[config.mk]
export PLATFORM = sky130hd
export DESIGN_NAME = acq_ctrl
export DESIGN_NICKNAME = d
export VERILOG_FILES = /design/src/rtl/acq_pkg.sv /design/src/rtl/acq_busy_sync.sv /design/src/rtl/acq_clk_burst.sv /design/src/rtl/acq_capture.sv /design/src/rtl/acq_ctrl.sv
export SDC_FILE = /design/constraint.sdc
export NUM_CORES = 1
export LEC_CHECK = 0
export BUFFER_PORTS_ARGS = -buffer_cell sky130_fd_sc_hd__buf_2
export CAP_MARGIN = 40
export CORE_ASPECT_RATIO = 1.1
export CORE_UTILIZATION = 55
export CTS_BUF_LIST = sky130_fd_sc_hd__clkbuf_4
export CTS_CLUSTER_DIAMETER = 120
export DETAILED_ROUTE_END_ITERATION = 7
export PLACE_DENSITY = 0.87
export REMOVE_ABC_BUFFERS = 1
export SLEW_MARGIN = 10
export SYNTH_ARGS = -nofsm -noshare
export SYNTH_HDL_FRONTEND = slang
export SYNTH_HIERARCHICAL = 1
export SYNTH_SLANG_ARGS = --single-unit
[constraint.sdc]
create_clock -name clk -period 3.78 [get_ports clk]
set_input_delay 0 -clock clk [delete_from_list [all_inputs] [get_ports clk]]
set_output_delay 0 -clock clk [all_outputs]
set_load 0.01 [all_outputs]
[src/rtl/acq_pkg.sv]
package acq_pkg;
   typedef enum logic [3:0] {
      ST_PWR, ST_CAL_HI, ST_CAL_WAIT, ST_CAL_GAP, ST_CAL_XTRA,
      ST_IDLE, ST_ACQ, ST_DLY, ST_RUN, ST_WAIT
   } acq_state_e;

   function automatic int unsigned max2(input int unsigned a, input int unsigned b);
      return (a > b) ? a : b;
   endfunction
endpackage

[src/rtl/acq_busy_sync.sv]
module acq_busy_sync #(
   parameter int STAGES = 2
) (
   input  logic clk,
   input  logic rst_n,
   input  logic async_i,
   output logic fall_o
);
   logic [STAGES-1:0] sr_q;
   logic              last_q;

   genvar gi;
   generate
      for (gi = 0; gi < STAGES; gi++) begin : g_stage
         if (gi == 0) begin : g_first
            always_ff @(posedge clk or negedge rst_n) begin
               if (!rst_n) sr_q[0] <= 1'b0;
               else        sr_q[0] <= async_i;
            end
         end else begin : g_next
            always_ff @(posedge clk or negedge rst_n) begin
               if (!rst_n) sr_q[gi] <= 1'b0;
               else        sr_q[gi] <= sr_q[gi-1];
            end
         end
      end
   endgenerate

   always_ff @(posedge clk or negedge rst_n) begin
      if (!rst_n) last_q <= 1'b0;
      else        last_q <= sr_q[STAGES-1];
   end

   assign fall_o = last_q & ~sr_q[STAGES-1];
endmodule

[src/rtl/acq_clk_burst.sv]
module acq_clk_burst #(
   parameter int HALF = 2,
   parameter int NP_W = 5
) (
   input  logic            clk,
   input  logic            rst_n,
   input  logic            go_i,
   input  logic [NP_W-1:0] count_i,
   input  logic            free_run_i,
   output logic            cclk_o,
   output logic            done_o
);
   localparam int PH_W = (HALF > 1) ? $clog2(HALF) : 1;

   logic            cclk_q, act_q;
   logic [PH_W-1:0] ph_q;
   logic [NP_W-1:0] pl_q;
   logic            ph_last;

   assign ph_last = (ph_q == PH_W'(HALF-1));

   always_ff @(posedge clk or negedge rst_n) begin
      if (!rst_n) begin
         cclk_q <= 1'b0;
         act_q  <= 1'b0;
         ph_q   <= '0;
         pl_q   <= '0;
      end else if (go_i) begin
         act_q  <= 1'b1;
         cclk_q <= 1'b1;
         ph_q   <= '0;
         pl_q   <= NP_W'(count_i - 1'b1);
      end else if (act_q) begin
         if (ph_last) begin
            ph_q <= '0;
            if (cclk_q) begin
               cclk_q <= 1'b0;
            end else if (pl_q == '0) begin
               act_q <= 1'b0;
            end else begin
               cclk_q <= 1'b1;
               pl_q   <= pl_q - 1'b1;
            end
         end else begin
            ph_q <= ph_q + 1'b1;
         end
      end else if (free_run_i) begin
         if (ph_last) begin
            ph_q   <= '0;
            cclk_q <= ~cclk_q;
         end else begin
            ph_q <= ph_q + 1'b1;
         end
      end else begin
         cclk_q <= 1'b0;
         ph_q   <= '0;
      end
   end

   assign cclk_o = cclk_q;
   assign done_o = act_q & ~cclk_q & ph_last & (pl_q == '0);
endmodule

[src/rtl/acq_capture.sv]
module acq_capture #(
   parameter int DATA_W = 16
) (
   input  logic              clk,
   input  logic              rst_n,
   input  logic              en_i,
   input  logic [DATA_W-1:0] data_i,
   output logic [DATA_W-1:0] data_o,
   output logic              valid_o
);
   always_ff @(posedge clk or negedge rst_n) begin
      if (!rst_n) begin
         data_o  <= '0;
         valid_o <= 1'b0;
      end else begin
         valid_o <= en_i;
         if (en_i) data_o <= data_i;
      end
   end
endmodule

[src/rtl/acq_ctrl.sv]
module acq_ctrl #(
   parameter int DATA_W     = 16,
   parameter int STAB_CYC   = 40,
   parameter int CAL_HI_CYC = 4,
   parameter int ACQ_CYC    = 6,
   parameter int LOW_CYC    = 100,
   parameter int CLK_DLY    = 3,
   parameter int N_CLK      = 17,
   parameter int HALF       = 2,
   parameter int TO_CYC     = 64,
   parameter int SYNC_N     = 2
) (
   input  logic              clk,
   input  logic              rst_n,
   input  logic              start_i,
   input  logic              cal_req_i,
   input  logic              busy_i,
   input  logic [DATA_W-1:0] data_i,
   output logic              sample_o,
   output logic              cal_o,
   output logic              cclk_o,
   output logic              ready_o,
   output logic [DATA_W-1:0] data_o,
   output logic              valid_o,
   output logic              err_o
);
   import acq_pkg::*;

   localparam int CNT_MAX = max2(max2(STAB_CYC, TO_CYC),
                                 max2(max2(CAL_HI_CYC, ACQ_CYC), CLK_DLY));
   localparam int CNT_W   = $clog2(CNT_MAX + 1);
   localparam int NP_W    = $clog2(N_CLK + 1);
   localparam int LW      = $clog2(LOW_CYC + 1);

   generate
      if (STAB_CYC < 1 || CAL_HI_CYC < 1 || ACQ_CYC < 1 || CLK_DLY < 1 ||
          N_CLK < 1 || HALF < 1 || TO_CYC < 1 || LOW_CYC < 1) begin : g_bad_timing
         $error("acq_ctrl: every timing parameter must be at least 1");
      end
      if (SYNC_N < 2) begin : g_bad_sync
         $error("acq_ctrl: synchronizer needs two or more stages");
      end
   endgenerate

   acq_state_e        state_q, state_n;
   logic [CNT_W-1:0]  cnt_q, cnt_n;
   logic [LW-1:0]     low_q;
   logic              sample_q, cal_q, seen_q, err_q;
   logic              fall, burst_done, go;
   logic [NP_W-1:0]   go_cnt;
   logic              cap_en, err_set, err_clr, low_ok, rdy;

   acq_busy_sync #(.STAGES(SYNC_N)) u_sync (
      .clk(clk), .rst_n(rst_n), .async_i(busy_i), .fall_o(fall)
   );

   acq_clk_burst #(.HALF(HALF), .NP_W(NP_W)) u_burst (
      .clk(clk), .rst_n(rst_n), .go_i(go), .count_i(go_cnt),
      .free_run_i(state_q == ST_CAL_WAIT), .cclk_o(cclk_o), .done_o(burst_done)
   );

   acq_capture #(.DATA_W(DATA_W)) u_cap (
      .clk(clk), .rst_n(rst_n), .en_i(cap_en), .data_i(data_i),
      .data_o(data_o), .valid_o(valid_o)
   );

   assign low_ok = (low_q == LW'(LOW_CYC));
   assign rdy    = (state_q == ST_IDLE) && low_ok;
   assign cap_en = fall && (state_q == ST_RUN || state_q == ST_WAIT);

   always_comb begin
      state_n = state_q;
      cnt_n   = cnt_q + 1'b1;
      go      = 1'b0;
      go_cnt  = NP_W'(N_CLK);
      err_set = 1'b0;
      err_clr = 1'b0;
      unique case (state_q)
         ST_PWR: if (cnt_q == CNT_W'(STAB_CYC-1)) begin
            state_n = ST_CAL_HI; cnt_n = '0;
         end
         ST_CAL_HI: if (cnt_q == CNT_W'(CAL_HI_CYC-1)) begin
            state_n = ST_CAL_WAIT; cnt_n = '0;
         end
         ST_CAL_WAIT: begin
            cnt_n = '0;
            if (fall) state_n = ST_CAL_GAP;
         end
         ST_CAL_GAP: if (cnt_q == CNT_W'(CLK_DLY-1)) begin
            go = 1'b1; go_cnt = NP_W'(1); state_n = ST_CAL_XTRA; cnt_n = '0;
         end
         ST_CAL_XTRA: begin
            cnt_n = '0;
            if (burst_done) state_n = ST_IDLE;
         end
         ST_IDLE: begin
            cnt_n = '0;
            if (rdy && cal_req_i) begin
               state_n = ST_CAL_HI; err_clr = 1'b1;
            end else if (rdy && start_i) begin
               state_n = ST_ACQ; err_clr = 1'b1;
            end
         end
         ST_ACQ: if (cnt_q == CNT_W'(ACQ_CYC-1)) begin
            state_n = ST_DLY; cnt_n = '0;
         end
         ST_DLY: if (cnt_q == CNT_W'(CLK_DLY-1)) begin
            go = 1'b1; state_n = ST_RUN; cnt_n = '0;
         end
         ST_RUN: begin
            cnt_n = '0;
            if (burst_done) state_n = (seen_q || fall) ? ST_IDLE : ST_WAIT;
         end
         ST_WAIT: begin
            if (fall) begin
               state_n = ST_IDLE; cnt_n = '0;
            end else if (cnt_q == CNT_W'(TO_CYC-1)) begin
               err_set = 1'b1; state_n = ST_IDLE; cnt_n = '0;
            end
         end
         default: begin
            state_n = ST_IDLE; cnt_n = '0;
         end
      endcase
   end

   always_ff @(posedge clk or negedge rst_n) begin
      if (!rst_n) begin
         state_q  <= ST_PWR;
         cnt_q    <= '0;
         sample_q <= 1'b0;
         cal_q    <= 1'b0;
         seen_q   <= 1'b0;
         err_q    <= 1'b0;
         low_q    <= LW'(LOW_CYC);
      end else begin
         state_q  <= state_n;
         cnt_q    <= cnt_n;
         sample_q <= (state_n == ST_ACQ);
         cal_q    <= (state_n == ST_CAL_HI);
         if (go && state_q == ST_DLY) seen_q <= 1'b0;
         else if (cap_en)             seen_q <= 1'b1;
         if (err_set)      err_q <= 1'b1;
         else if (err_clr) err_q <= 1'b0;
         if (sample_q)     low_q <= '0;
         else if (!low_ok) low_q <= low_q + 1'b1;
      end
   end

   assign sample_o = sample_q;
   assign cal_o    = cal_q;
   assign ready_o  = rdy;
   assign err_o    = err_q;
endmodule

After elaboration in Yosys (flattened, before gate mapping)
Index checks and enable logic that the tools add are counted.

word-level totals
  flip-flop bits (word level) = 50

cells by class
  add/subtract/negate cells = 5
  eq/ne operators = 22
  muxes and demuxes = 57
  bitwise gates (word level) = 6
  reductions and logical operators = 16

operators by type and width
  operator                                                               count
  7-bit two-way mux                                                      8
  4-bit two-way mux                                                      13
  4-bit case mux with 10 select lines                                    1
  5-bit two-way mux                                                      7
  7-bit case mux with 5 select lines                                     1
  1-bit two-way mux                                                      27
  4-bit by 3-bit equality test with 1-bit output, second input constant  5
  7-bit by 1-bit adder with 7-bit output, second input constant          2
  7-bit by 2-bit equality test with 1-bit output, second input constant  2
  7-bit by 6-bit equality test with 1-bit output, second input constant  2
  5-bit by 1-bit subtractor with 5-bit output, second input constant     2
  4-bit by 1-bit equality test with 1-bit output, second input constant  2
  4-bit by 2-bit equality test with 1-bit output, second input constant  2
  4-bit equality test, second input constant                             2
  2-bit nonzero test                                                     4
  7-bit by 3-bit equality test with 1-bit output, second input constant  1
  7-bit equality test, second input constant                             1
  2-bit != test, second input constant                                   3
  3-bit != test, second input constant                                   2
  1-bit logical AND                                                      5
  5-bit logical NOT                                                      1
  1-bit AND                                                              4
  4-bit logical NOT                                                      1
  4-bit AND reduction                                                    1
  5 further kinds                                                        7

Longest topological paths before layout
Gate-level depths: netlist of the first run.

  depth after elaboration = 8
  gate-level depth with buffers = 11
  mapped depth without buffers = 10

By module
Netlist of the first run, hierarchy kept.

modules (own cells, without submodules)
  module         instances  cells each  area an instance (µm²)  sequential area each (µm²)
  acq_ctrl       1          155         1378.8                  554.3
  acq_capture    1          35          674.4                   425.4
  acq_clk_burst  1          54          529.3                   200.2
  acq_busy_sync  1          4           88.8                    75.1

Least setup slack after synthesis of the first run
No wires, ideal clock.

  path type = flip-flop to flip-flop
  start = reg cnt_q[3]
  end = reg u_burst.pl_q[4]
  library setup time = 0.083 ns
  arrival time = 2.365 ns
  data required time = 3.697 ns
  setup slack = 1.332 ns
  stages on the path, launching flop included = 12
  buffers on the path = 2
  path through = dfrtp_1 -> buf_6 -> nor4_1 -> nand4b_1 -> nor3_1 -> buf_2 -> mux2i_1 -> ha_1 -> nor3b_1 -> xor2_1 -> nand2_1 -> o21ai_0

on the way
  longest elaborated chain between the ends = 5

RTL lines
  element                                                        line                             text
  start: declaration                                             acq_ctrl.sv:46                   logic [CNT_W-1:0] cnt_q, cnt_n;
  start signal: assignment                                       acq_ctrl.sv:138                  cnt_q <= cnt_n;
  7-bit by 2-bit equality test with 1-bit output (*)             acq_ctrl.sv:89, acq_ctrl.sv:107
  1-bit two-way mux (*)                                          acq_ctrl.sv:89, acq_ctrl.sv:107
  1-bit two-way mux (*)                                          -
  via go                                                         acq_ctrl.sv:49                   logic fall, burst_done, go;
  2-bit != test (no line) or 2-bit nonzero test (tied branches)  -
  4-bit AND reduction (no line)                                  -
  end signal: assignment                                         acq_clk_burst.sv:32              pl_q <= NP_W'(count_i - 1'b1);
  end signal: assignment                                         acq_clk_burst.sv:42              pl_q <= pl_q - 1'b1;
  end: declaration                                               acq_clk_burst.sv:17              logic [NP_W-1:0] pl_q;

The timed path passes the listed nets; every way through them passes the cells marked *.
A chain may end at the register's enable or synchronous reset.

Final worst setup path of the first run
Ends and elaborated chain as after synthesis.

==> metrics.txt, run 1 <==
# TYPE chip_impl_metric gauge
chip_impl_metric{name="fin_skew",unit="ns"} 0.0134
chip_impl_info{name="worst_hold_path_type",value="primary input to register"} 1
chip_impl_metric{name="grt_pass1_wl",unit="microns"} 8930
chip_impl_metric{name="htreeDepth",unit=""} 2
chip_impl_metric{name="clock_pin_transition_on_the_worst_setup_and_hold_timing_paths",unit="ns"} 0.16
chip_impl_metric{name="power.ir.vdd_worst",unit="V"} 0.000259
chip_impl_metric{name="comb_power_share",unit=""} 0.329
chip_impl_metric{name="wl",unit="microns"} 5710
chip_impl_metric{name="total_placed_cells_including_tap_cells",unit=""} 346
chip_impl_metric{name="r2r_setup_slack",unit="ns"} 0.73
chip_impl_info{name="cts-root-buf",value="sky130_fd_sc_hd__clkbuf_4"} 1
chip_impl_metric{name="post_route_cells_drive_above_1_share",unit=""} 0.255
chip_impl_metric{name="pin_count_of_the_biggest_net_entering_global_routing",unit=""} 51
chip_impl_metric{name="final_routed_drc_violation_total",unit=""} 0
chip_impl_metric{name="setup_failing_eps_final",unit=""} 0
chip_impl_info{name="cts_tree",value="built"} 1
chip_impl_metric{name="synth_edf_count",unit=""} 0
chip_impl_metric{name="tritoncts_num_sinks",unit=""} 50
chip_impl_metric{name="vias_after_detailed_routing",unit=""} 2117
chip_impl_metric{name="switching_power_as_a_share_of_total_power",unit=""} 0.371
chip_impl_metric{name="via_count_of_the_first_global_routing_pass",unit=""} 2061
chip_impl_metric{name="grt_antenna_before_repair",unit=""} 0
chip_impl_info{name="category_of_the_worst_setup_path_launch_point",value="register"} 1
chip_impl_metric{name="synth_async_reset_ratio",unit=""} 1.00
chip_impl_metric{name="timing.final.crit_share",unit=""} 0.806
chip_impl_metric{name="syn-instance-count",unit=""} 248
chip_impl_metric{name="grt.overflow.total",unit=""} 0
chip_impl_metric{name="postCtsSetupRepairBufs",unit=""} 0
chip_impl_metric{name="clk-insertion-delay-late",unit="ns"} 0.38
chip_impl_metric{name="max-cap-violations",unit=""} 0
chip_impl_info{name="crit_path_end_kind",value="register"} 1
chip_impl_metric{name="avgRoutedWirePerCell",unit="microns"} 15.3
chip_impl_metric{name="share_seq_of_total_power",unit=""} 0.482
chip_impl_metric{name="grt_use_total",unit=""} 0.236
chip_impl_metric{name="synthesis.area",unit="sq um"} 2670
chip_impl_info{name="run_status",value="finished clean"} 1
chip_impl_metric{name="last_weighted_congestion_value_of_the_routability_driven_placer",unit=""} 0.912
chip_impl_metric{name="worst-endpoint-required",unit="ns"} 4.10
chip_impl_metric{name="placement.cell_area",unit="sq um"} 2940
chip_impl_metric{name="dr.first_iter.drc_count",unit=""} 69
chip_impl_metric{name="slew-limit-headroom",unit=""} 0.551
chip_impl_metric{name="worstPathMaxFanout",unit=""} 9
chip_impl_metric{name="layout.cell_area.non_filler",unit="sq um"} 3220
chip_impl_metric{name="post_drt_via_cell_ratio",unit=""} 5.66
chip_impl_metric{name="die_width",unit="microns"} 68.5
chip_impl_metric{name="cts_made_buffers",unit=""} 5
chip_impl_metric{name="placement_rows",unit=""} 26
chip_impl_metric{name="yosysWarnings",unit=""} 6
chip_impl_metric{name="buffer_ports.inserted",unit=""} 42
chip_impl_metric{name="area_delta_synth_final",unit="%"} 20.5
chip_impl_metric{name="internal_power",unit="mW"} 1.06
chip_impl_metric{name="fin_nets",unit=""} 344
chip_impl_info{name="setup_repair_after_global_routing_missed_its_margin",value="false"} 1
chip_impl_metric{name="die_area",unit="sq um"} 5140
chip_impl_metric{name="power.leakage",unit="nW"} 1.52
chip_impl_metric{name="synthesis.area_per_instance",unit="sq um"} 10.8
chip_impl_metric{name="max_freq",unit="MHz"} 328
chip_impl_metric{name="clock_power_share",unit=""} 0.190
chip_impl_metric{name="hold_violation_total_from_the_final_report",unit=""} 0
chip_impl_metric{name="post-route-min-period",unit="ns"} 3.05
chip_impl_metric{name="ys_types",unit=""} 55
chip_impl_metric{name="insertedDiodeCount",unit=""} 0
chip_impl_info{name="layout.cells.most_common_list",value="47 x sky130_fd_sc_hd__dfrtp_1, 42 x sky130_fd_sc_hd__buf_2, 20 x sky130_fd_sc_hd__dlygate4sd3_1"} 1
chip_impl_metric{name="hpwlAfterDp",unit="microns"} 3750
chip_impl_metric{name="tightestPinTransition",unit="ns"} 0.670
chip_impl_metric{name="final_slew_violations",unit=""} 0
chip_impl_metric{name="drt_pre_antenna_iters",unit=""} 4
chip_impl_metric{name="antenna_violating_nets_post_route",unit=""} 0
chip_impl_metric{name="clockBufferDepth",unit=""} 2
chip_impl_metric{name="layout.cells.non_filler",unit=""} 374
chip_impl_metric{name="crit_arrival",unit="ns"} 3.37
chip_impl_metric{name="synth_seq_cells",unit=""} 50
chip_impl_metric{name="die_h",unit="microns"} 75.1
chip_impl_metric{name="synth.yosys.seq_area_share",unit=""} 0.470
chip_impl_info{name="postSynth.topFlopCell",value="sky130_fd_sc_hd__dfrtp_1"} 1
chip_impl_metric{name="num_io_pins",unit=""} 43
chip_impl_metric{name="coreArea",unit="sq um"} 4650
chip_impl_metric{name="netSwitchingPower",unit="mW"} 0.627
chip_impl_metric{name="power_per_cell_area",unit="nW/um^2"} 526
chip_impl_metric{name="tns_setup",unit="ns"} 0
chip_impl_metric{name="fillers",unit=""} 315
chip_impl_metric{name="start_util",unit=""} 0.574
chip_impl_info{name="setup.worst_path.class",value="register to register"} 1
chip_impl_info{name="layout.cells.most_common",value="sky130_fd_sc_hd__dfrtp_1"} 1
==> final cells by class <==
| cell class | instances | area [sq um] | area share |
|---|---|---|---|
| Multi-Input combinational cell | 185 | 1340 | 0.416 |
| Sequential cell | 50 | 1250 | 0.390 |
| Timing Repair Buffer | 65 | 437 | 0.136 |
| Tap cell | 56 | 70.1 | 0.0218 |
| Clock inverter | 3 | 43.8 | 0.0136 |
| Clock buffer | 5 | 37.5 | 0.0117 |
| Inverter | 10 | 37.5 | 0.0117 |
==> worst max-delay path: stages (launching register included) <==
cell	delay, ns
sky130_fd_sc_hd__dfrtp_1	0.50
sky130_fd_sc_hd__nor4_1	0.50
sky130_fd_sc_hd__nand4b_1	0.25
sky130_fd_sc_hd__nor3_2	0.57
sky130_fd_sc_hd__mux2i_1	0.34
sky130_fd_sc_hd__ha_1	0.26
sky130_fd_sc_hd__nor3b_1	0.27
sky130_fd_sc_hd__xor2_1	0.18
sky130_fd_sc_hd__nand2_1	0.07
sky130_fd_sc_hd__o21ai_0	0.06
==> synth_stat cells, drive strengths merged (2+ instances only) <==
cell      n  area share
a21oi    12       0.024
a31oi     3      0.0070
and2      3      0.0070
and3      2      0.0047
buf       5       0.020
clkbuf    5      0.0070
conb      2      0.0028
dfrtp    47        0.44
dfstp     3       0.030
ha        6       0.028
inv      10       0.014
mux2     17       0.086
mux2i     6       0.022
nand2     9       0.013
nand2b    4      0.0094
nand3     9       0.017
nand4     3      0.0070
nand4bb   4       0.017
nor2     21       0.033
nor2b     6       0.017
nor3      9       0.017
nor3b     5       0.016
nor4      3      0.0070
nor4b     3      0.0098
o211ai    2      0.0056
o21a      2      0.0056
o21ai    10       0.019
o22ai     3      0.0070
o31ai     2      0.0056
or3       4      0.0094
or4       6       0.021
xnor2     3      0.0098
xor2      7       0.023
==> repair_timing <==
item / CTS / global route
gates resized for setup: 0 / 0
endpoints found under the hold margin: 65 / 0
hold buffers: 20 / 0
==> routing by layer <==
layer,GRT usage,routed length [microns],up-vias
met3,0.0530,237,13
met2,0.434,2950,57
met5,0,0,-
met4,0.0995,111,0
li1,-,-,1027
met1,0.257,2410,1020
==> flip-flops by register name (all words and copies together) (netlist names), 2 cells and up <==
register      count
low_q             7
cnt_q             7
u_burst/pl_q      5
state_q           4
u_sync/sr_q       2
u_cap/data_o     16
==> per-stage QoR <==
stage	setup slack, ns	util	hold slack (ns)	power, mW
after floorplan	0.456	-	-0.296	1.18
after detailed placement	0.780	0.632	0.113	1.35
after global routing	0.447	0.692	0.189	1.81
final	0.732	0.692	0.170	1.69
after global placement	0.954	0.629	0.111	1.32
after CTS	0.742	0.692	0.166	1.68
==> power groups by stage <==
stage	Sequential [mW]	Combinational [mW]	Clock, mW
detailed placement	0.817	0.532	0
CTS	0.807	0.551	0.322
floorplan	0.793	0.387	0
finish	0.815	0.556	0.321
global route	0.835	0.624	0.347
global placement	0.807	0.511	0
==> cell families (layout without fill, tap and decap cells) <==
| family | Yosys count | after routing | synth area share |
|---|---|---|---|
| and+or+nand+nor | 94 | 94 | 0.214 |
| DFF | 50 | 50 | 0.470 |
| buffers and inverters | 20 | 83 | 0.0408 |
| adders and majority gates | 6 | 6 | 0.0281 |
| xor gates and xnor gates | 10 | 10 | 0.0328 |
| muxes | 23 | 23 | 0.108 |
| AOI/OAI and AO/OA | 43 | 43 | 0.104 |
| other | 2 | 9 | 0.00281 |
==> final timing paths <==
check                          startpoint         endpoint  depth (start not counted)
min in group asynchronous           rst_n  u_cap/data_o[7]                          3
hold / removal                    start_i       state_q[0]                          5
setup / recovery                 cnt_q[3]  u_burst/pl_q[4]                          9
max in group asynchronous           rst_n       state_q[0]                          3
hold reg to reg            u_sync/sr_q[0]   u_sync/sr_q[1]                          0
setup reg to reg                 cnt_q[3]  u_burst/pl_q[4]                          9
No activity file was read; power rests on OpenSTA's default activity.
==> run 2: changes to the inputs <==
--- a/config.mk
+++ b/config.mk
@@ -5,6 +5,7 @@
 export SDC_FILE = /design/constraint.sdc
 export NUM_CORES = 1
 export LEC_CHECK = 0
+export ABC_AREA = 1
 export BUFFER_PORTS_ARGS = -buffer_cell sky130_fd_sc_hd__buf_2
 export CAP_MARGIN = 40
 export CORE_ASPECT_RATIO = 1.1
@@ -12,7 +13,7 @@
 export CTS_BUF_LIST = sky130_fd_sc_hd__clkbuf_4
 export CTS_CLUSTER_DIAMETER = 120
 export DETAILED_ROUTE_END_ITERATION = 7
-export PLACE_DENSITY = 0.87
+export PLACE_DENSITY = 0.86
 export REMOVE_ABC_BUFFERS = 1
 export SLEW_MARGIN = 10
 export SYNTH_ARGS = -nofsm -noshare
==> constraint.sdc (replaced) <==
create_clock -name clk -period 2.96 [get_ports clk]
set_input_delay 0 -clock clk [delete_from_list [all_inputs] [get_ports clk]]
set_output_delay 0 -clock clk [all_outputs]
set_load 0.01 [all_outputs]
==> metrics.txt, run 2 <==
# TYPE chip_impl_metric gauge
chip_impl_metric{name="placement_rows",unit=""} 27
chip_impl_info{name="reg.largest.list",value="u_cap/data_o x16, cnt_q x7, low_q x7"} 1
chip_impl_metric{name="synthSimpleGateAreaFrac",unit=""} 0.363
chip_impl_info{name="synth_area_leader_cell",value="sky130_fd_sc_hd__dfrtp_1"} 1
chip_impl_metric{name="synth_seq_cells",unit=""} 50
chip_impl_metric{name="slew-limit-headroom",unit=""} 0.648
chip_impl_metric{name="synthesis.area",unit="sq um"} 2860
chip_impl_metric{name="ys_types",unit=""} 35
chip_impl_info{name="setup_repair_after_global_routing_missed_its_margin",value="false"} 1
chip_impl_metric{name="fillers",unit=""} 391
chip_impl_metric{name="power_per_cell_area",unit="nW/um^2"} 821
chip_impl_metric{name="syn-instance-count",unit=""} 367
chip_impl_info{name="cts_tree",value="built"} 1
chip_impl_metric{name="total_power",unit="mW"} 2.78
chip_impl_info{name="synth_area_leaders",value="sky130_fd_sc_hd__dfrtp_1 41%, sky130_fd_sc_hd__nand2_1 12%, sky130_fd_sc_hd__nor2_1 5.6%"} 1
chip_impl_metric{name="synth_edf_count",unit=""} 0
chip_impl_metric{name="via_count_of_the_first_global_routing_pass",unit=""} 2453
chip_impl_metric{name="dr.first_iter.drc_count",unit=""} 211
chip_impl_metric{name="area_delta_synth_final",unit="%"} 18.3
chip_impl_metric{name="htreeDepth",unit=""} 2
chip_impl_metric{name="post_route_cells_drive_above_1_share",unit=""} 0.269
chip_impl_metric{name="grt.overflow.total",unit=""} 0
chip_impl_metric{name="synth_async_reset_ratio",unit=""} 1.00
chip_impl_metric{name="metal2_wl",unit="microns"} 3380
chip_impl_metric{name="tightestPinTransition",unit="ns"} 0.523
chip_impl_metric{name="synthesis.area_per_instance",unit="sq um"} 7.79
chip_impl_info{name="synth.most_common_cell",value="sky130_fd_sc_hd__nand2_1"} 1
chip_impl_metric{name="post_drt_via_cell_ratio",unit=""} 5.18
chip_impl_metric{name="final_routed_drc_violation_total",unit=""} 2
chip_impl_metric{name="cts_made_buffers",unit=""} 5
chip_impl_metric{name="grt_use_total",unit=""} 0.261
chip_impl_metric{name="timing.hold.worst_path_depth",unit=""} 4
chip_impl_metric{name="die_area",unit="sq um"} 5490
chip_impl_metric{name="timing.final.crit_share",unit=""} 0.757
chip_impl_info{name="layout.cells.most_common",value="sky130_fd_sc_hd__nand2_1"} 1
chip_impl_metric{name="fraction_of_the_core_area_covered_by_cells_at_the_end_of_the_flow",unit=""} 0.676
chip_impl_info{name="registers.top_by_ff_count",value="u_cap/data_o"} 1
chip_impl_metric{name="grt_antenna_before_repair",unit=""} 0
chip_impl_metric{name="synth.yosys.seq_area_share",unit=""} 0.439
chip_impl_metric{name="max_freq",unit="MHz"} 446
chip_impl_metric{name="insertedDiodeCount",unit=""} 0
chip_impl_metric{name="yosysWarnings",unit=""} 6
chip_impl_metric{name="worstPathMaxFanout",unit=""} 12
chip_impl_metric{name="crit_arrival",unit="ns"} 2.56
chip_impl_metric{name="worstRegToRegCells",unit=""} 15
chip_impl_info{name="category_of_the_worst_setup_path_launch_point",value="register"} 1
chip_impl_info{name="r2r-start",value="cnt_q[0]"} 1
chip_impl_metric{name="die_width",unit="microns"} 70.7
chip_impl_metric{name="fin_skew",unit="ns"} 0.00441
chip_impl_metric{name="clk-insertion-delay-late",unit="ns"} 0.37
chip_impl_metric{name="dp_slack",unit="ns"} 0.764
chip_impl_metric{name="post_cts.resized_instances",unit=""} 0
chip_impl_info{name="highest-signal-layer",value="met4"} 1
chip_impl_metric{name="route.met3.wl",unit="microns"} 288
chip_impl_metric{name="coreArea",unit="sq um"} 5000
chip_impl_metric{name="placement.cell_area",unit="sq um"} 3110
chip_impl_metric{name="avgRoutedWirePerCell",unit="microns"} 13.4
chip_impl_metric{name="synthAdderAreaFrac",unit=""} 0.0263
chip_impl_metric{name="worst_hold_slack",unit="ns"} 0.0286
chip_impl_metric{name="postCtsSetupRepairBufs",unit=""} 0
chip_impl_metric{name="num_io_pins",unit=""} 43
chip_impl_info{name="worstHoldStart",value="cal_req_i"} 1
chip_impl_metric{name="die_h",unit="microns"} 77.6
chip_impl_metric{name="hold_violation_total_from_the_final_report",unit=""} 0
chip_impl_metric{name="last_weighted_congestion_value_of_the_routability_driven_placer",unit=""} 0.879
chip_impl_metric{name="start_util",unit=""} 0.572
chip_impl_metric{name="layout.cell_area.non_filler",unit="sq um"} 3380
chip_impl_metric{name="pin_count_of_the_biggest_net_entering_global_routing",unit=""} 33
chip_impl_metric{name="largest_reg_flops",unit=""} 16
chip_impl_info{name="failing_checks",value="DRC"} 1
chip_impl_metric{name="hpwlAfterDp",unit="microns"} 4330
chip_impl_info{name="layout.cells.most_common_list",value="95 x sky130_fd_sc_hd__nand2_1, 47 x sky130_fd_sc_hd__dfrtp_1, 43 x sky130_fd_sc_hd__nor2_1"} 1
chip_impl_metric{name="clock_pin_transition_on_the_worst_setup_and_hold_timing_paths",unit="ns"} 0.14
chip_impl_info{name="postSynth.topFlopCell",value="sky130_fd_sc_hd__dfrtp_1"} 1
chip_impl_metric{name="post-route-min-period",unit="ns"} 2.24
chip_impl_info{name="crit_path_end_kind",value="register"} 1
chip_impl_metric{name="layout.cells.non_filler",unit=""} 493
chip_impl_metric{name="multiplexer_fraction_of_the_synthesized_cell_area",unit=""} 0
chip_impl_info{name="endpoint_worst_hold",value="err_o"} 1
chip_impl_info{name="synth_top_family_by_area",value="simple AND/OR/NAND/NOR gates"} 1
chip_impl_metric{name="antenna_violating_nets_post_route",unit=""} 0
chip_impl_info{name="worst_hold_path_type",value="primary input to register"} 1
chip_impl_metric{name="wl_met1",unit="microns"} 2700
chip_impl_metric{name="grt_pass1_wl",unit="microns"} 11000
chip_impl_metric{name="power.leakage",unit="nW"} 1.75
chip_impl_metric{name="clockBufferDepth",unit=""} 2
chip_impl_info{name="cts-root-buf",value="sky130_fd_sc_hd__clkbuf_4"} 1
chip_impl_info{name="synth_commonest_cells",value="95 x sky130_fd_sc_hd__nand2_1, 47 x sky130_fd_sc_hd__dfrtp_1, 43 x sky130_fd_sc_hd__nor2_1, 35 x sky130_fd_sc_hd__inv_1, 22 x sky130_fd_sc_hd__nand3_1"} 1
chip_impl_metric{name="synth_compound_gate_area_share",unit=""} 0.0670
chip_impl_metric{name="yosysTopAreaCellShare",unit=""} 0.412
chip_impl_metric{name="post-route-worst-setup-slack",unit="ns"} 0.719
chip_impl_info{name="run_status",value="finished, violations left"} 1
chip_impl_metric{name="tns_setup",unit="ns"} 0
chip_impl_info{name="setup.worst_path.class",value="register to register"} 1
chip_impl_metric{name="worst-endpoint-required",unit="ns"} 3.28
chip_impl_metric{name="power.ir.vdd_worst",unit="V"} 0.000469
chip_impl_metric{name="drt_pre_antenna_iters",unit=""} 6
chip_impl_metric{name="setup_failing_eps_final",unit=""} 0
chip_impl_metric{name="tritoncts_num_sinks",unit=""} 50
chip_impl_metric{name="post_synthesis_xor_xnor_area_fraction",unit=""} 0.00919
chip_impl_metric{name="postCtsHoldBufs",unit=""} 19
chip_impl_metric{name="wl",unit="microns"} 6620
chip_impl_metric{name="vias_after_detailed_routing",unit=""} 2555
chip_impl_metric{name="max-cap-violations",unit=""} 0
chip_impl_metric{name="fin_nets",unit=""} 461
chip_impl_metric{name="r2r_setup_slack",unit="ns"} 0.72
chip_impl_info{name="rr_endpoint",value="u_burst/pl_q[4]"} 1
chip_impl_metric{name="buffer_ports.inserted",unit=""} 42
chip_impl_metric{name="total_placed_cells_including_tap_cells",unit=""} 466
chip_impl_metric{name="final_slew_violations",unit=""} 0
-- run 2: cell types whose count changed in the layout (fill, tap and decap cells not counted), moves of 6 or more --
cell and delta:
sky130_fd_sc_hd__nor2_2 +11, sky130_fd_sc_hd__inv_1 +25, sky130_fd_sc_hd__nor2_1 +24, sky130_fd_sc_hd__nand3_1 +13, sky130_fd_sc_hd__mux2i_1 -6, sky130_fd_sc_hd__o21ai_1 +7, sky130_fd_sc_hd__mux2_2 -6, sky130_fd_sc_hd__inv_2 +13
sky130_fd_sc_hd__mux2_4 -10, sky130_fd_sc_hd__nand2_2 +19, sky130_fd_sc_hd__nand2_1 +86
-- run 2: layout make-up --
type | count | area [sq um] | share of cell area
Multi-Input combinational cell | 264 | 1350 | 0.399
Sequential cell | 50 | 1250 | 0.371
Tap cell | 58 | 72.6 | 0.0215
Inverter | 50 | 194 | 0.0573
Clock buffer | 6 | 45.0 | 0.0133
Clock inverter | 2 | 37.5 | 0.0111
Timing Repair Buffer | 63 | 428 | 0.127
-- run 2: worst max-delay path by stage --
stage	from	endpoint	slack, ns	cells after the start
finish	cnt_q[0]	u_burst/pl_q[4]	0.72	15
global route	cnt_q[0]	u_burst/pl_q[4]	0.53	15
CTS	cnt_q[0]	u_burst/pl_q[4]	0.71	15
detailed placement	cnt_q[0]	u_burst/pl_q[4]	0.76	14
global placement	cnt_q[0]	u_burst/pl_q[4]	0.88	14
floorplan	cnt_q[0]	u_burst/pl_q[4]	0.98	14
-- run 2: power breakdown --
group	total [mW]	switching (mW)	internal, mW
registers	1.18	0.228	0.949
clock network	0.405	0.217	0.188
logic	1.19	0.735	0.460
-- run 2: layer usage --
layer | track usage | up-vias
li1 | - | 1277
met1 | 0.306 | 1168
met2 | 0.452 | 84
met3 | 0.0506 | 26
met4 | 0.132 | 0
met5 | 0 | -
-- run 2: critical path, cell delays in order (launching register included) --
cell and delay (ns):
sky130_fd_sc_hd__dfrtp_1 0.46, sky130_fd_sc_hd__inv_1 0.10, sky130_fd_sc_hd__ha_1 0.14, sky130_fd_sc_hd__inv_1 0.04
sky130_fd_sc_hd__nor2_2 0.12, sky130_fd_sc_hd__nand2_2 0.09, sky130_fd_sc_hd__nor2_4 0.30, sky130_fd_sc_hd__inv_2 0.15
sky130_fd_sc_hd__nand2_1 0.14, sky130_fd_sc_hd__nand2_4 0.07, sky130_fd_sc_hd__ha_1 0.22, sky130_fd_sc_hd__nand3_1 0.11
sky130_fd_sc_hd__nor2_1 0.05, sky130_fd_sc_hd__nand2_1 0.06, sky130_fd_sc_hd__nand3_1 0.07, sky130_fd_sc_hd__nand2_1 0.06
-- run 2: logic make-up (layout without fill, tap and decap cells) --
group,count (synthesis),in the layout
other,2,5
buffers and inverters,56,121
adder cells (fa/ha/maj),6,6
AND/OR/NAND/NOR,216,216
XOR/XNOR,3,3
AO/OA/AOI/OAI,34,34
flip-flops,50,50
==> run 3: changes to the inputs <==
==> constraint.sdc (replaced) <==
create_clock -name clk -period 2.26 [get_ports clk]
set_input_delay 0 -clock clk [delete_from_list [all_inputs] [get_ports clk]]
set_output_delay 0 -clock clk [all_outputs]
set_load 0.01 [all_outputs]
==> metrics.txt, run 3 (synthesis gave the netlist of run 2 again) <==
# TYPE chip_impl_metric gauge
chip_impl_metric{name="die_h",unit="microns"} 77.6
chip_impl_info{name="cts-root-buf",value="sky130_fd_sc_hd__clkbuf_4"} 1
chip_impl_metric{name="post-route-worst-setup-slack",unit="ns"} 0.250
chip_impl_metric{name="grt_antenna_before_repair",unit=""} 0
chip_impl_metric{name="post_drt_via_cell_ratio",unit=""} 5.16
chip_impl_metric{name="timing.hold.worst_path_depth",unit=""} 4
chip_impl_metric{name="last_weighted_congestion_value_of_the_routability_driven_placer",unit=""} 0.864
chip_impl_metric{name="clock_pin_transition_on_the_worst_setup_and_hold_timing_paths",unit="ns"} 0.16
chip_impl_info{name="setup.worst_path.class",value="register to register"} 1
chip_impl_metric{name="cts_made_buffers",unit=""} 5
chip_impl_info{name="worst_hold_path_type",value="primary input to register"} 1
chip_impl_info{name="category_of_the_worst_setup_path_launch_point",value="register"} 1
chip_impl_metric{name="antenna_violating_nets_post_route",unit=""} 0
chip_impl_metric{name="post_route_cells_drive_above_1_share",unit=""} 0.274
chip_impl_info{name="layout.cells.most_common",value="sky130_fd_sc_hd__nand2_1"} 1
chip_impl_metric{name="power.leakage",unit="nW"} 1.77
chip_impl_metric{name="worstPathMaxFanout",unit=""} 7
chip_impl_metric{name="placement.cell_area",unit="sq um"} 3120
chip_impl_metric{name="seq_area",unit="sq um"} 1250
chip_impl_info{name="critical_path.top_delay_family",value="simple AND/OR/NAND/NOR gates"} 1
chip_impl_metric{name="fin_skew",unit="ns"} 0.0214
chip_impl_metric{name="final_slew_violations",unit=""} 0
chip_impl_metric{name="crit_arrival",unit="ns"} 2.31
chip_impl_metric{name="total_power",unit="mW"} 3.59
chip_impl_info{name="failing_checks",value="DRC"} 1
chip_impl_metric{name="hpwlAfterDp",unit="microns"} 4090
chip_impl_metric{name="worstRegToRegCells",unit=""} 15
chip_impl_metric{name="fillers",unit=""} 376
chip_impl_metric{name="layout.cells.non_filler",unit=""} 496
chip_impl_info{name="crit_path_end_kind",value="register"} 1
chip_impl_metric{name="grt_pass1_wl",unit="microns"} 10900
chip_impl_metric{name="largest_reg_flops",unit=""} 16
chip_impl_metric{name="worst-endpoint-required",unit="ns"} 2.56
chip_impl_info{name="r2r-start",value="cnt_q[0]"} 1
chip_impl_metric{name="start_util",unit=""} 0.572
chip_impl_metric{name="tns_setup",unit="ns"} 0
chip_impl_metric{name="dp_slack",unit="ns"} 0.269
chip_impl_metric{name="avgRoutedWirePerCell",unit="microns"} 12.4
chip_impl_info{name="cts_tree",value="built"} 1
chip_impl_metric{name="coreArea",unit="sq um"} 5000
chip_impl_metric{name="vias_after_detailed_routing",unit=""} 2561
chip_impl_info{name="endpoint_worst_hold",value="state_q[1]"} 1
chip_impl_metric{name="tightestPinTransition",unit="ns"} 0.609
chip_impl_metric{name="final_routed_drc_violation_total",unit=""} 2
chip_impl_info{name="cp_max_delay_cell",value="sky130_fd_sc_hd__dfrtp_1"} 1
chip_impl_metric{name="max_freq",unit="MHz"} 498
chip_impl_metric{name="dr.first_iter.drc_count",unit=""} 144
chip_impl_metric{name="clk-insertion-delay-late",unit="ns"} 0.37
chip_impl_metric{name="die_width",unit="microns"} 70.7
chip_impl_info{name="registers.top_by_ff_count",value="u_cap/data_o"} 1
chip_impl_metric{name="r2r_setup_slack",unit="ns"} 0.25
chip_impl_info{name="reg.largest.list",value="u_cap/data_o x16, cnt_q x7, low_q x7"} 1
chip_impl_info{name="worstHoldStart",value="cal_req_i"} 1
chip_impl_metric{name="drt_pre_antenna_iters",unit=""} 6
chip_impl_metric{name="via_count_of_the_first_global_routing_pass",unit=""} 2527
chip_impl_metric{name="hold_violation_total_from_the_final_report",unit=""} 0
chip_impl_metric{name="layout.cell_area.non_filler",unit="sq um"} 3400
chip_impl_metric{name="cp_slowest_stage_delay",unit="ns"} 0.45
chip_impl_metric{name="timing.critical_path.buf_inv",unit=""} 3
chip_impl_metric{name="timing.final.crit_share",unit=""} 0.889
chip_impl_info{name="cells_along_the_critical_path",value="inv_1 -> ha_1 -> inv_1 -> nor2_2 -> nand2_2 -> nor2_4 -> inv_2 -> nand2_1 -> nand2_4 -> ha_1 -> nand3_1 -> nor2_1 -> nand2_1 -> nand3_1 -> nand2_1"} 1
chip_impl_metric{name="area_taken_by_multi_input_logic_gates",unit="sq um"} 1350
chip_impl_metric{name="fraction_of_the_core_area_covered_by_cells_at_the_end_of_the_flow",unit=""} 0.681
chip_impl_metric{name="power.ir.vdd_worst",unit="V"} 0.000588
chip_impl_metric{name="max-cap-violations",unit=""} 0
chip_impl_metric{name="tritoncts_num_sinks",unit=""} 50
chip_impl_info{name="run_status",value="finished, violations left"} 1
chip_impl_metric{name="die_area",unit="sq um"} 5490
chip_impl_metric{name="critical_path_depth",unit=""} 15
chip_impl_metric{name="fin_nets",unit=""} 464
chip_impl_metric{name="placement_rows",unit=""} 27
chip_impl_info{name="rr_endpoint",value="u_burst/pl_q[4]"} 1
chip_impl_metric{name="total_placed_cells_including_tap_cells",unit=""} 467
chip_impl_metric{name="num_io_pins",unit=""} 43
chip_impl_metric{name="worst_hold_slack",unit="ns"} 0.0233
chip_impl_metric{name="insertedDiodeCount",unit=""} 0
chip_impl_info{name="layout.cells.most_common_list",value="95 x sky130_fd_sc_hd__nand2_1, 47 x sky130_fd_sc_hd__dfrtp_1, 43 x sky130_fd_sc_hd__nor2_1"} 1
chip_impl_metric{name="setup_failing_eps_final",unit=""} 0
chip_impl_metric{name="pin_count_of_the_biggest_net_entering_global_routing",unit=""} 28
chip_impl_metric{name="area_delta_synth_final",unit="%"} 19.1
chip_impl_metric{name="post-route-min-period",unit="ns"} 2.01
chip_impl_metric{name="power_per_cell_area",unit="nW/um^2"} 1060
chip_impl_metric{name="clockBufferDepth",unit=""} 2
chip_impl_metric{name="slew-limit-headroom",unit=""} 0.594
chip_impl_metric{name="wl",unit="microns"} 6140
chip_impl_metric{name="htreeDepth",unit=""} 2
chip_impl_metric{name="grt.overflow.total",unit=""} 0
chip_impl_metric{name="buffer_ports.inserted",unit=""} 42
chip_impl_metric{name="grt_use_total",unit=""} 0.249
chip_impl_info{name="critical_path.most_common_cell",value="sky130_fd_sc_hd__nand2_1"} 1
[run 3: cell count changes in the layout (fill, tap and decap cells not counted), sizes merged]
cell	before	now
buf	44	47
clkinvlp	1	0
clkinv	1	2
inv	49	50
clkbuf	6	5
[run 3: tightest hold or removal path, delay by kind of cell]
family	cells	cell delay [ns]
buffers and inverters	2	0.14
and+or+nand+nor	2	0.21
[run 3: area by class of cell]
class / count / share of cell area
Tap cell: 58 / 0.0213
Clock inverter: 3 / 0.0129
Timing Repair Buffer: 66 / 0.132
Multi-Input combinational cell: 264 / 0.397
Inverter: 50 / 0.0570
Sequential cell: 50 / 0.369
Clock buffer: 5 / 0.0110
[run 3: how the worst max path moves through the flow]
| stage | slack, ns | endpoint | from |
|---|---|---|---|
| 3_3_place_gp | 0.34 | u_burst/pl_q[4] | cnt_q[0] |
| 4_1_cts | 0.20 | u_burst/pl_q[4] | cnt_q[0] |
| 5_1_grt | -0.007 | u_burst/pl_q[4] | cnt_q[0] |
| 3_5_place_dp | 0.27 | u_burst/pl_q[4] | cnt_q[0] |
| 6_report | 0.25 | u_burst/pl_q[4] | cnt_q[0] |
| 2_1_floorplan | 0.28 | u_burst/pl_q[4] | cnt_q[0] |
[run 3: where the power goes]
group	leakage (nW)	internal [mW]	total [mW]	switching, mW
Combinational	1.11	0.611	1.55	0.935
Sequential	0.614	1.24	1.52	0.280
Clock	0.0456	0.235	0.524	0.289
[run 3: what timing repair did]
item	CTS	global route
hold buffers	19	0
buffers inserted	0	2
gates resized for setup	0	0
hold endpoints to repair	45	0
endpoints found under the setup margin	0	1
[run 3: layer usage]
| layer | vias to the layer above | part of all wire | global-route usage |
|---|---|---|---|
| met2 | 75 | 0.50 | 0.430 |
| li1 | 1282 | - | - |
| met3 | 12 | 0.056 | 0.0571 |
| met1 | 1192 | 0.43 | 0.304 |
| met5 | - | 0 | 0 |
| met4 | 0 | 0.017 | 0.0840 |
